--- src/rtl/vga_pat_pkg.sv ---
package vga_pat_pkg;

    typedef enum logic [1:0] {
        PH_ACTIVE = 2'd0,
        PH_FRONT  = 2'd1,
        PH_SYNC   = 2'd2,
        PH_BACK   = 2'd3
    } scan_phase_t;

    typedef enum logic [1:0] {
        MIX_RECT   = 2'd0,
        MIX_STRIPE = 2'd1,
        MIX_SQUARE = 2'd2,
        MIX_OFF    = 2'd3
    } mix_sel_t;

    typedef struct packed {
        logic r;
        logic g;
        logic b;
    } rgb_t;

endpackage

--- src/rtl/scan_axis.sv ---
module scan_axis
    import vga_pat_pkg::*;
#(
    parameter int VIS  = 640,
    parameter int FP   = 16,
    parameter int SYNC = 96,
    parameter int BP   = 48,
    localparam int TOT = VIS + FP + SYNC + BP,
    localparam int W   = $clog2(TOT)
) (
    input  logic         clk,
    input  logic         rst_n,
    input  logic         step,
    output logic [W-1:0] pos,
    output logic         visible,
    output logic         sync_on
);

    localparam logic [W-1:0] LAST_ACT  = W'(VIS - 1);
    localparam logic [W-1:0] LAST_FP   = W'(VIS + FP - 1);
    localparam logic [W-1:0] LAST_SYNC = W'(VIS + FP + SYNC - 1);
    localparam logic [W-1:0] LAST_ALL  = W'(TOT - 1);

    scan_phase_t state_q, state_d;
    logic [W-1:0] pos_q;

    always_ff @(posedge clk) begin
        if (!rst_n) begin
            pos_q <= '0;
        end else if (step) begin
            pos_q <= (pos_q == LAST_ALL) ? '0 : pos_q + 1'b1;
        end
    end

    always_ff @(posedge clk) begin
        if (!rst_n) begin
            state_q <= PH_ACTIVE;
        end else begin
            state_q <= state_d;
        end
    end

    always_comb begin
        state_d = state_q;
        if (step) begin
            unique case (state_q)
                PH_ACTIVE: if (pos_q == LAST_ACT)  state_d = PH_FRONT;
                PH_FRONT:  if (pos_q == LAST_FP)   state_d = PH_SYNC;
                PH_SYNC:   if (pos_q == LAST_SYNC) state_d = PH_BACK;
                PH_BACK:   if (pos_q == LAST_ALL)  state_d = PH_ACTIVE;
            endcase
        end
    end

    always_comb begin
        pos     = pos_q;
        visible = (state_q == PH_ACTIVE);
        sync_on = (state_q == PH_SYNC);
    end

endmodule

--- src/rtl/pattern_mixers.sv ---
module pattern_mixers
    import vga_pat_pkg::*;
#(
    parameter int XW          = 10,
    parameter int YW          = 10,
    parameter int RECT_X0     = 200,
    parameter int RECT_X1     = 400,
    parameter int RECT_Y0     = 200,
    parameter int RECT_Y1     = 400,
    parameter int STRIPE_LOG2 = 5,
    parameter int SQ_LOG2     = 6
) (
    input  logic [XW-1:0] x,
    input  logic [YW-1:0] y,
    input  mix_sel_t      sel,
    output rgb_t          pix
);

    localparam logic [XW-1:0] RX0 = XW'(RECT_X0);
    localparam logic [XW-1:0] RX1 = XW'(RECT_X1);
    localparam logic [YW-1:0] RY0 = YW'(RECT_Y0);
    localparam logic [YW-1:0] RY1 = YW'(RECT_Y1);

    rgb_t rect_pix, stripe_pix, square_pix;

    // rectangle: right edge inclusive, bottom edge exclusive
    always_comb begin
        if (x >= RX0 && x <= RX1 && y >= RY0 && y < RY1) begin
            rect_pix = '{r: 1'b0, g: 1'b0, b: 1'b0};
        end else begin
            rect_pix = '{r: 1'b1, g: 1'b1, b: 1'b1};
        end
    end

    always_comb begin
        stripe_pix = rgb_t'(x[STRIPE_LOG2 +: 3]);
    end

    // gridlines first (horizontal wins), then mixed-colour cells
    always_comb begin
        if (y[SQ_LOG2-1:0] == '0) begin
            square_pix = '{r: 1'b1, g: 1'b0, b: 1'b0};
        end else if (x[SQ_LOG2-1:0] == '0) begin
            square_pix = '{r: 1'b0, g: 1'b0, b: 1'b1};
        end else begin
            square_pix = '{r: x[SQ_LOG2], g: y[SQ_LOG2],
                           b: x[SQ_LOG2] ^ y[SQ_LOG2]};
        end
    end

    always_comb begin
        unique case (sel)
            MIX_RECT:   pix = rect_pix;
            MIX_STRIPE: pix = stripe_pix;
            MIX_SQUARE: pix = square_pix;
            MIX_OFF:    pix = '0;
        endcase
    end

endmodule

--- src/rtl/pixel_out_stage.sv ---
module pixel_out_stage
    import vga_pat_pkg::*;
(
    input  logic clk,
    input  logic rst_n,
    input  rgb_t pix,
    input  logic visible,
    input  logic hsync_on,
    input  logic vsync_on,
    output logic hsync_n,
    output logic vsync_n,
    output logic disp_en,
    output rgb_t rgb
);

    always_ff @(posedge clk) begin
        if (!rst_n) begin
            hsync_n <= 1'b1;
            vsync_n <= 1'b1;
            disp_en <= 1'b0;
            rgb     <= '0;
        end else begin
            hsync_n <= !hsync_on;
            vsync_n <= !vsync_on;
            disp_en <= visible;
            rgb     <= visible ? pix : '0;
        end
    end

endmodule

--- src/rtl/vga_pattern_top.sv ---
module vga_pattern_top
    import vga_pat_pkg::*;
#(
    parameter int H_VIS       = 640,
    parameter int H_FP        = 16,
    parameter int H_SYNC      = 96,
    parameter int H_BP        = 48,
    parameter int V_VIS       = 480,
    parameter int V_FP        = 10,
    parameter int V_SYNC      = 2,
    parameter int V_BP        = 33,
    parameter int RECT_X0     = 200,
    parameter int RECT_X1     = 400,
    parameter int RECT_Y0     = 200,
    parameter int RECT_Y1     = 400,
    parameter int STRIPE_LOG2 = 5,
    parameter int SQ_LOG2     = 6
) (
    input  logic       clk,
    input  logic       rst_n,
    input  logic [1:0] mix_sel,
    output logic       hsync_n,
    output logic       vsync_n,
    output logic       disp_en,
    output logic       red,
    output logic       green,
    output logic       blue
);

    localparam int H_TOT = H_VIS + H_FP + H_SYNC + H_BP;
    localparam int V_TOT = V_VIS + V_FP + V_SYNC + V_BP;
    localparam int HW    = $clog2(H_TOT);
    localparam int VW    = $clog2(V_TOT);
    localparam logic [HW-1:0] H_LAST    = HW'(H_TOT - 1);
    localparam logic [VW-1:0] V_LAST_VS = VW'(V_VIS - 1);

    logic [HW-1:0] h_pos;
    logic [VW-1:0] v_pos;
    logic h_vis, v_vis, h_sync_on, v_sync_on, h_last, grab_sel;
    mix_sel_t sel_q;
    rgb_t mix_pix, out_rgb;

    assign h_last   = (h_pos == H_LAST);
    assign grab_sel = h_last && (v_pos == V_LAST_VS);

    scan_axis #(.VIS(H_VIS), .FP(H_FP), .SYNC(H_SYNC), .BP(H_BP)) u_hscan (
        .clk(clk), .rst_n(rst_n), .step(1'b1),
        .pos(h_pos), .visible(h_vis), .sync_on(h_sync_on)
    );

    scan_axis #(.VIS(V_VIS), .FP(V_FP), .SYNC(V_SYNC), .BP(V_BP)) u_vscan (
        .clk(clk), .rst_n(rst_n), .step(h_last),
        .pos(v_pos), .visible(v_vis), .sync_on(v_sync_on)
    );

    // select captured once per frame, at the edge into vertical blanking
    always_ff @(posedge clk) begin
        if (!rst_n) begin
            sel_q <= MIX_RECT;
        end else if (grab_sel) begin
            sel_q <= mix_sel_t'(mix_sel);
        end
    end

    pattern_mixers #(
        .XW(HW), .YW(VW),
        .RECT_X0(RECT_X0), .RECT_X1(RECT_X1),
        .RECT_Y0(RECT_Y0), .RECT_Y1(RECT_Y1),
        .STRIPE_LOG2(STRIPE_LOG2), .SQ_LOG2(SQ_LOG2)
    ) u_mix (
        .x(h_pos), .y(v_pos), .sel(sel_q), .pix(mix_pix)
    );

    pixel_out_stage u_out (
        .clk(clk), .rst_n(rst_n), .pix(mix_pix),
        .visible(h_vis && v_vis), .hsync_on(h_sync_on), .vsync_on(v_sync_on),
        .hsync_n(hsync_n), .vsync_n(vsync_n), .disp_en(disp_en), .rgb(out_rgb)
    );

    assign red   = out_rgb.r;
    assign green = out_rgb.g;
    assign blue  = out_rgb.b;

endmodule

--- config.mk ---
export PLATFORM = sky130hd
export DESIGN_NAME = vga_pattern_top
export DESIGN_NICKNAME = d
export VERILOG_FILES = /design/src/rtl/vga_pat_pkg.sv /design/src/rtl/scan_axis.sv /design/src/rtl/pattern_mixers.sv /design/src/rtl/pixel_out_stage.sv /design/src/rtl/vga_pattern_top.sv
export SDC_FILE = /design/constraint.sdc
export NUM_CORES = 1
export LEC_CHECK = 0
export ABC_AREA = 1
export BUFFER_PORTS_ARGS = -buffer_cell sky130_fd_sc_hd__buf_2
export CORE_MARGIN = 10
export CORE_UTILIZATION = 56
export CTS_CLUSTER_DIAMETER = 80
export DETAILED_ROUTE_END_ITERATION = 10
export GPL_ROUTABILITY_DRIVEN = 1
export HOLD_SLACK_MARGIN = 0.03
export PLACE_DENSITY = 0.74
export SETUP_SLACK_MARGIN = 0.15
export SYNTH_ARGS = -nofsm -noshare
export SYNTH_HDL_FRONTEND = slang
export SYNTH_SLANG_ARGS = --single-unit
--- constraint.sdc ---
create_clock -name clk -period 4.55 [get_ports clk]
set_clock_uncertainty 0.2 [all_clocks]
set_input_delay 0.2275 -clock clk [delete_from_list [all_inputs] [get_ports clk]]
set_output_delay 0.2275 -clock clk [all_outputs]
set_load 0.05 [all_outputs]
==> results of run 1 <==
[logic make-up after synthesis]
kind of cell               share of synthesized area, %
and+or+nand+nor                                   40.72
buffers and inverters                             10.06
DFF                                               31.98
AOI/OAI and AO/OA                                 6.934
adders and majority gates                         8.120
xor gates and xnor gates                          2.186
[repair_timing]
action,4_1_cts,5_1_grt
hold buffers,3,0
setup endpoints to repair,0,0
endpoints found under the hold margin,7,0
buffers inserted,0,0
[area by class of cell]
| cell class | count | share of cell area, % |
|---|---|---|
| multi-input combinational | 216 | 53.70 |
| sequential | 32 | 29.63 |
| inverter | 45 | 7.813 |
| timing repair buffer | 12 | 3.472 |
| clock buffer | 8 | 2.720 |
| tap | 46 | 2.662 |
[metrics by stage]
stage               power (mW)  area (µm²)  setup slack, ns
finish                  0.4897        2162            2.555
floorplan               0.3140        2003            2.916
CTS                     0.4945        2162            2.557
global placement        0.3205        2073            2.613
detailed placement      0.3208        2073            2.570
global route            0.5143        2162            2.409
[registers in the layout, summed over array words and instances (netlist names), 2 cells and up]
signal,flops
u_out.rgb,3
u_hscan.state_q,2
sel_q,2
u_vscan.pos,10
u_hscan.pos,10
u_vscan.state_q,2
[cell usage in the layout, fill, tap and decap left out, drive strengths merged]
| cell | instances |
|---|---|
| o22ai | 3 |
| nor2 | 61 |
| nor3 | 10 |
| nand2 | 73 |
| dfxtp | 32 |
| or2 | 1 |
| ha | 13 |
| xnor2 | 1 |
| xor2 | 4 |
| buf | 9 |
| nand4 | 5 |
| nor3b | 1 |
| o22a | 1 |
| o21ai | 9 |
| inv | 45 |
| and3 | 1 |
| a31oi | 1 |
| nand3 | 20 |
| dlygate4sd3 | 3 |
| a21oi | 12 |
| clkbuf | 8 |
[power by group through the flow]
| stage | clock, mW | sequential, mW | combinational [mW] |
|---|---|---|---|
| final | 0.173 | 0.287 | 0.0294 |
| after global routing | 0.194 | 0.288 | 0.0329 |
| after CTS | 0.178 | 0.287 | 0.0294 |
| after detailed placement | 0 | 0.293 | 0.0274 |
| after global placement | 0 | 0.293 | 0.0273 |
| after floorplan | 0 | 0.300 | 0.0142 |
[layer usage]
layer  vias up  share of wire, %  global-route usage [%]
met1       825                47                   17.71
met4         0               3.3                   7.042
met3        12               4.8                   4.279
li1        955                 -                       -
met2        44                45                   24.03
met5         -                 0                       0
[worst paths after layout]
path	cells after the start	endpoint	slack, ns	start
worst min-delay path	1	u_hscan.pos[0]	0.28	u_hscan.pos[0]
worst min register to register	1	u_hscan.pos[0]	0.28	u_hscan.pos[0]
worst max-delay path	7	u_vscan.pos[3]	2.56	u_hscan.pos[0]
worst max register to register	7	u_vscan.pos[3]	2.56	u_hscan.pos[0]
==> flow_results.xml, run 1 <==
<?xml version="1.0" encoding="UTF-8"?>
<metrics>
  <group name="outcome">
    <metric name="run_status" unit="">completed</metric>
  </group>
  <group name="timing">
    <metric name="fin_worst_hold_slack" unit="ns">0.2844</metric>
    <metric name="rsz0062_at_grt" unit="">no</metric>
    <metric name="min_period" unit="ns">1.995</metric>
    <metric name="pin_slew_with_the_least_headroom_to_its_limit" unit="ns">0.3908</metric>
    <metric name="final_hold_viol_count" unit="">0</metric>
    <metric name="setup_viol" unit="">0</metric>
    <metric name="finalSetupTns" unit="ns">0</metric>
    <metric name="max_slew_margin" unit="%">73.91</metric>
    <metric name="total_count_of_max_transition_violations_in_the_final_report" unit="">0</metric>
    <metric name="timing.fmax" unit="MHz">501.4</metric>
    <metric name="final_clock_period_utilization_by_the_worst_path" unit="%">43.84</metric>
  </group>
  <group name="logic_synthesis">
    <metric name="synthArstFlopShare" unit="%">0</metric>
    <metric name="yosysMostFrequentCell" unit="">nand2_1</metric>
    <metric name="synth_edf_count" unit="">0</metric>
    <metric name="synthesis.yosys.warnings" unit="">0</metric>
    <metric name="synth_top_cells_by_area" unit="">dfxtp_1 (32%), nand2_1 (13%), nor2_1 (10%)</metric>
    <metric name="synth.ff_latch_count" unit="">32</metric>
    <metric name="synthesis.area" unit="µm²">2003</metric>
    <metric name="netlist_top_cells_count" unit="">nand2_1 (67), nor2_1 (54), inv_1 (40), dfxtp_1 (32), nand3_1 (19)</metric>
    <metric name="synth.lib_cells_used.distinct" unit="">29</metric>
    <metric name="synth_largest_type_area_fraction" unit="%">31.98</metric>
    <metric name="synth.yosys.seq_area_share" unit="%">31.98</metric>
    <metric name="yosys.area.top_type" unit="">dfxtp_1</metric>
    <metric name="synth_cells" unit="">298</metric>
    <metric name="synth_flop_cell" unit="">dfxtp_1</metric>
    <metric name="synth.avg_cell_area" unit="µm²">6.722</metric>
    <metric name="synth_fp_nets" unit="">315</metric>
  </group>
  <group name="critical_path">
    <metric name="cpMaxStageDelayCell" unit="">dfxtp_1</metric>
    <metric name="critical_path_buf_inv_count" unit="">0</metric>
    <metric name="arrival" unit="ns">2.03</metric>
    <metric name="crit_fanout" unit="">15</metric>
    <metric name="crit_path_max_incr_delay" unit="ns">0.40</metric>
    <metric name="timing.critical_path.cells" unit="">ha_1 &gt; nand2_2 &gt; nor2_8 &gt; nand4_4 &gt; nand2_2 &gt; nand2_2 &gt; and3_1</metric>
    <metric name="cp_class" unit="">flop to flop</metric>
    <metric name="critical_path.endpoint_type" unit="">flop</metric>
    <metric name="required" unit="ns">4.58</metric>
    <metric name="critPathLaunchType" unit="">flop</metric>
    <metric name="critical_path.top_delay_family" unit="">simple AND/OR/NAND/NOR gates</metric>
    <metric name="crit_top_cell" unit="">nand2_2</metric>
  </group>
  <group name="die">
    <metric name="core.rowCount" unit="">21</metric>
    <metric name="fp.dieArea" unit="µm²">6370</metric>
    <metric name="initial_utilization" unit="%">59.10</metric>
    <metric name="fp.coreArea" unit="µm²">3390</metric>
    <metric name="die_w" unit="µm">79.81</metric>
    <metric name="die-height" unit="µm">79.81</metric>
    <metric name="io-pin-count" unit="">10</metric>
  </group>
  <group name="drt">
    <metric name="dr_total_vias" unit="">1836</metric>
    <metric name="drt_iter0_drc" unit="">129</metric>
    <metric name="dr.pass1.iters" unit="">4</metric>
    <metric name="drc" unit="">0</metric>
    <metric name="post_drt_via_cell_ratio" unit="">5.114</metric>
    <metric name="wirelength" unit="µm">4189</metric>
    <metric name="ant_nets" unit="">0</metric>
    <metric name="avgRoutedWirePerCell" unit="µm">11.67</metric>
  </group>
  <group name="placed_design">
    <metric name="gpl.final_weighted_congestion" unit="">0.8647</metric>
    <metric name="hpwl" unit="µm">3194</metric>
    <metric name="placed_cells_incl_taps" unit="">348</metric>
    <metric name="port_buffers" unit="">9</metric>
  </group>
  <group name="global_route">
    <metric name="grt_pass1_vias" unit="">1765</metric>
    <metric name="antenna_found_initial" unit="">0</metric>
    <metric name="global_route_wire_length_before_repair" unit="µm">7665</metric>
    <metric name="grt.overflow.total" unit="">0</metric>
    <metric name="largest_net_degree_at_the_start_of_global_routing" unit="">16</metric>
    <metric name="grt_util_all_layers" unit="%">14.89</metric>
  </group>
  <group name="clock_network">
    <metric name="cts_tree" unit="">yes</metric>
    <metric name="cts_made_buffers" unit="">5</metric>
    <metric name="cts-htree-levels" unit="">2</metric>
    <metric name="worst_skew_pair.late_latency" unit="ns">0.34</metric>
    <metric name="cts_repair_resize_count" unit="">0</metric>
    <metric name="cts.sinks" unit="">32</metric>
    <metric name="cts-root-buf" unit="">clkbuf_4</metric>
    <metric name="cts_buffer_depth" unit="">2</metric>
    <metric name="clkTransAtPathRegs" unit="ns">0.10</metric>
  </group>
  <group name="cells_and_area">
    <metric name="multiInputGateArea" unit="µm²">1161</metric>
    <metric name="fraction_of_final_layout_cells_sized_beyond_drive_strength_1" unit="%">12.46</metric>
    <metric name="flow.area_growth_from_synthesis" unit="%">7.932</metric>
    <metric name="layout.cells.non_filler" unit="">359</metric>
    <metric name="antenna-diode-count" unit="">0</metric>
    <metric name="reg_area" unit="µm²">640.6</metric>
    <metric name="layout.core_utilization" unit="%">63.79</metric>
    <metric name="layout.filler_cells" unit="">315</metric>
    <metric name="nNetsFinal" unit="">329</metric>
  </group>
  <group name="pwr">
    <metric name="power_frac_seq" unit="%">58.6</metric>
    <metric name="share_comb_of_total_power" unit="%">6.0</metric>
    <metric name="switching_power" unit="µW">120.3</metric>
    <metric name="clockPowerShare" unit="%">35.4</metric>
    <metric name="internal_power" unit="µW">369.5</metric>
    <metric name="power_switching_share" unit="%">24.56</metric>
    <metric name="p_leak" unit="nW">0.9803</metric>
    <metric name="power-per-cell-area" unit="nW/µm²">226.5</metric>
    <metric name="vdd_drop_max" unit="mV">0.1268</metric>
  </group>
  <group name="run">
    <metric name="timing.max_cap.violations" unit="">0</metric>
  </group>
  <group name="worst_hold_path">
    <metric name="hold_class" unit="">flop to flop</metric>
  </group>
</metrics>
Note: power is estimated with default switching activity, not from simulation.
==> run 2, diff against run 1 <==
==> constraint.sdc (replaced) <==
create_clock -name clk -period 2.1 [get_ports clk]
set_clock_uncertainty 0.2 [all_clocks]
set_input_delay 0.105 -clock clk [delete_from_list [all_inputs] [get_ports clk]]
set_output_delay 0.105 -clock clk [all_outputs]
set_load 0.05 [all_outputs]
==> flow_results.xml, run 2 (synthesis gave the netlist of run 1 again) <==
<?xml version="1.0" encoding="UTF-8"?>
<metrics>
  <group name="clock_network">
    <metric name="cts_made_buffers" unit="">5</metric>
    <metric name="cts-htree-levels" unit="">2</metric>
    <metric name="worst_skew_pair.late_latency" unit="ns">0.34</metric>
    <metric name="cts-root-buf" unit="">clkbuf_4</metric>
    <metric name="clkTransAtPathRegs" unit="ns">0.11</metric>
    <metric name="cts_setup_buffers" unit="">0</metric>
    <metric name="cts_tree" unit="">yes</metric>
    <metric name="cts.sinks" unit="">32</metric>
    <metric name="cts_buffer_depth" unit="">2</metric>
  </group>
  <group name="drt">
    <metric name="ant_nets" unit="">0</metric>
    <metric name="drc" unit="">0</metric>
    <metric name="dr.pass1.iters" unit="">6</metric>
    <metric name="drt_iter0_drc" unit="">142</metric>
    <metric name="post_drt_via_cell_ratio" unit="">4.986</metric>
    <metric name="wirelength" unit="µm">4125</metric>
    <metric name="avgRoutedWirePerCell" unit="µm">11.43</metric>
    <metric name="dr_total_vias" unit="">1800</metric>
  </group>
  <group name="cells_and_area">
    <metric name="most_frequent_standard_cell_in_the_layout_excluding_fill_and_tap_cells" unit="">nand2_1</metric>
    <metric name="antenna-diode-count" unit="">0</metric>
    <metric name="flow.area_growth_from_synthesis" unit="%">10.68</metric>
    <metric name="layout.cells.non_filler" unit="">361</metric>
    <metric name="stdcell_area" unit="µm²">2217</metric>
    <metric name="nNetsFinal" unit="">331</metric>
    <metric name="layout.cells.most_common_list" unit="">nand2_1 (67), nor2_1 (53), inv_1 (40)</metric>
    <metric name="fraction_of_final_layout_cells_sized_beyond_drive_strength_1" unit="%">14.29</metric>
  </group>
  <group name="critical_path">
    <metric name="r2r_slack" unit="ns">0.30</metric>
    <metric name="critical_path.endpoint_type" unit="">flop</metric>
    <metric name="crit_path_max_incr_delay" unit="ns">0.39</metric>
    <metric name="timing.critical_path.cells" unit="">ha_1 &gt; nand2_2 &gt; nor2_8 &gt; nand4_4 &gt; nand2_2 &gt; buf_4 &gt; nor3_1</metric>
    <metric name="critical_path_buf_inv_count" unit="">1</metric>
    <metric name="r2r_cells" unit="">7</metric>
    <metric name="cp_class" unit="">flop to flop</metric>
    <metric name="crit-reg2reg-capture" unit="">u_hscan.pos[9]</metric>
    <metric name="cpMaxStageDelayCell" unit="">dfxtp_1</metric>
    <metric name="crit_top_cell" unit="">nand2_2</metric>
    <metric name="critical_path.top_delay_family" unit="">simple AND/OR/NAND/NOR gates</metric>
    <metric name="required" unit="ns">2.13</metric>
    <metric name="crit_fanout" unit="">10</metric>
    <metric name="r2r_start" unit="">u_hscan.pos[1]</metric>
    <metric name="arrival" unit="ns">1.83</metric>
    <metric name="critPathLaunchType" unit="">flop</metric>
  </group>
  <group name="worst_hold_path">
    <metric name="whs_endpoint" unit="">u_hscan.pos[0]</metric>
    <metric name="worst_hold_startpoint" unit="">u_hscan.pos[0]</metric>
    <metric name="min_delay_path_depth" unit="">1</metric>
    <metric name="hold_class" unit="">flop to flop</metric>
  </group>
  <group name="pwr">
    <metric name="power_frac_seq" unit="%">50.9</metric>
    <metric name="share_comb_of_total_power" unit="%">5.2</metric>
    <metric name="p_leak" unit="nW">1.010</metric>
    <metric name="clockPowerShare" unit="%">43.9</metric>
    <metric name="switching_power" unit="µW">268.4</metric>
    <metric name="power-per-cell-area" unit="nW/µm²">550.8</metric>
    <metric name="power_switching_share" unit="%">21.98</metric>
    <metric name="internal_power" unit="µW">952.7</metric>
    <metric name="vdd_drop_max" unit="mV">0.3629</metric>
  </group>
  <group name="timing">
    <metric name="min_period" unit="ns">1.803</metric>
    <metric name="total_count_of_max_transition_violations_in_the_final_report" unit="">0</metric>
    <metric name="rsz0062_at_grt" unit="">no</metric>
    <metric name="timing.fmax" unit="MHz">554.7</metric>
    <metric name="final_clock_period_utilization_by_the_worst_path" unit="%">85.84</metric>
    <metric name="finalSetupTns" unit="ns">0</metric>
    <metric name="max_slew_margin" unit="%">74.18</metric>
    <metric name="pin_slew_with_the_least_headroom_to_its_limit" unit="ns">0.3868</metric>
    <metric name="setup_viol" unit="">0</metric>
    <metric name="final_hold_viol_count" unit="">0</metric>
  </group>
  <group name="die">
    <metric name="fp.coreArea" unit="µm²">3390</metric>
    <metric name="io-pin-count" unit="">10</metric>
    <metric name="die-height" unit="µm">79.81</metric>
    <metric name="core.rowCount" unit="">21</metric>
    <metric name="fp.dieArea" unit="µm²">6370</metric>
    <metric name="initial_utilization" unit="%">59.10</metric>
    <metric name="die_w" unit="µm">79.81</metric>
  </group>
  <group name="global_route">
    <metric name="grt.overflow.total" unit="">0</metric>
    <metric name="grt_util_all_layers" unit="%">14.33</metric>
    <metric name="grt_pass1_vias" unit="">1643</metric>
    <metric name="largest_net_degree_at_the_start_of_global_routing" unit="">13</metric>
    <metric name="global_route_wire_length_before_repair" unit="µm">7362</metric>
    <metric name="antenna_found_initial" unit="">0</metric>
  </group>
  <group name="placed_design">
    <metric name="gpl.final_weighted_congestion" unit="">0.9638</metric>
    <metric name="hpwl" unit="µm">3250</metric>
    <metric name="placement.cell_area" unit="µm²">2088</metric>
    <metric name="port_buffers" unit="">9</metric>
    <metric name="placed_cells_incl_taps" unit="">350</metric>
  </group>
  <group name="outcome">
    <metric name="run_status" unit="">completed</metric>
  </group>
  <group name="run">
    <metric name="timing.max_cap.violations" unit="">0</metric>
  </group>
</metrics>
==> run 2: worst max-delay path by stage <==
stage	start	to	slack (ns)	cells past startpoint
floorplan	u_hscan.pos[0]	u_vscan.pos[0]	0.47	7
global placement	u_vscan.state_q[0]	u_vscan.state_q[1]	0.34	9
detailed placement	u_hscan.pos[0]	u_hscan.pos[9]	0.29	7
CTS	u_hscan.pos[0]	u_hscan.pos[9]	0.27	7
global route	u_hscan.pos[1]	u_vscan.pos[7]	0.15	8
finish	u_hscan.pos[1]	u_hscan.pos[9]	0.30	7
==> run 2: worst reg2reg max path, stage by stage (launching register included) <==
cell and delay, ns:
dfxtp_1 0.39, ha_1 0.22, nand2_2 0.11, nor2_8 0.16, nand4_4 0.16, nand2_2 0.18
buf_4 0.20, nor3_1 0.08
==> run 2: stage by stage <==
step / power (mW) / setup slack [ns] / hold slack [ns] / utilization (%)
finish: 1.221 / 0.2974 / 0.2559 / 65.41
global route: 1.269 / 0.1522 / 0.2880 / 65.41
CTS: 1.226 / 0.2717 / 0.3089 / 65.30
detailed placement: 0.6950 / 0.2932 / 0.1521 / 61.61
global placement: 0.6947 / 0.3395 / 0.1443 / 61.61
floorplan: 0.6804 / 0.4657 / 0.04679 / -
==> run 2: area by class of cell <==
cell class              count  area, µm²
well taps                  46      57.56
fillers                   322       1172
multi-input cells         216       1164
flip-flops and latches     32      641.9
inverters                  45      168.9
repair buffers             14      90.09
clock inverters             1      30.03
clock buffers               7      65.06
==> run 2: timing repair <==
action                                  CTS  global route
resized for setup                         0             2
hold endpoints to repair                 14             0
hold buffers                              3             0
endpoints found under the setup margin    0             5
==> run 2: power by group through the flow <==
stage | combinational [mW] | sequential, mW | clock, mW
after floorplan | 0.0308 | 0.650 | 0
after global placement | 0.0592 | 0.636 | 0
after detailed placement | 0.0591 | 0.636 | 0
after CTS | 0.0636 | 0.622 | 0.541
after global routing | 0.0712 | 0.624 | 0.574
final | 0.0633 | 0.622 | 0.536
==> run 2: routing by layer <==
metal	part of all wire (%)	up-vias	GRT usage, %
li1	-	963	-
met1	47	803	17.25
met2	47	28	23.54
met3	5.4	6	4.842
met4	1.2	0	4.225
met5	0	-	0
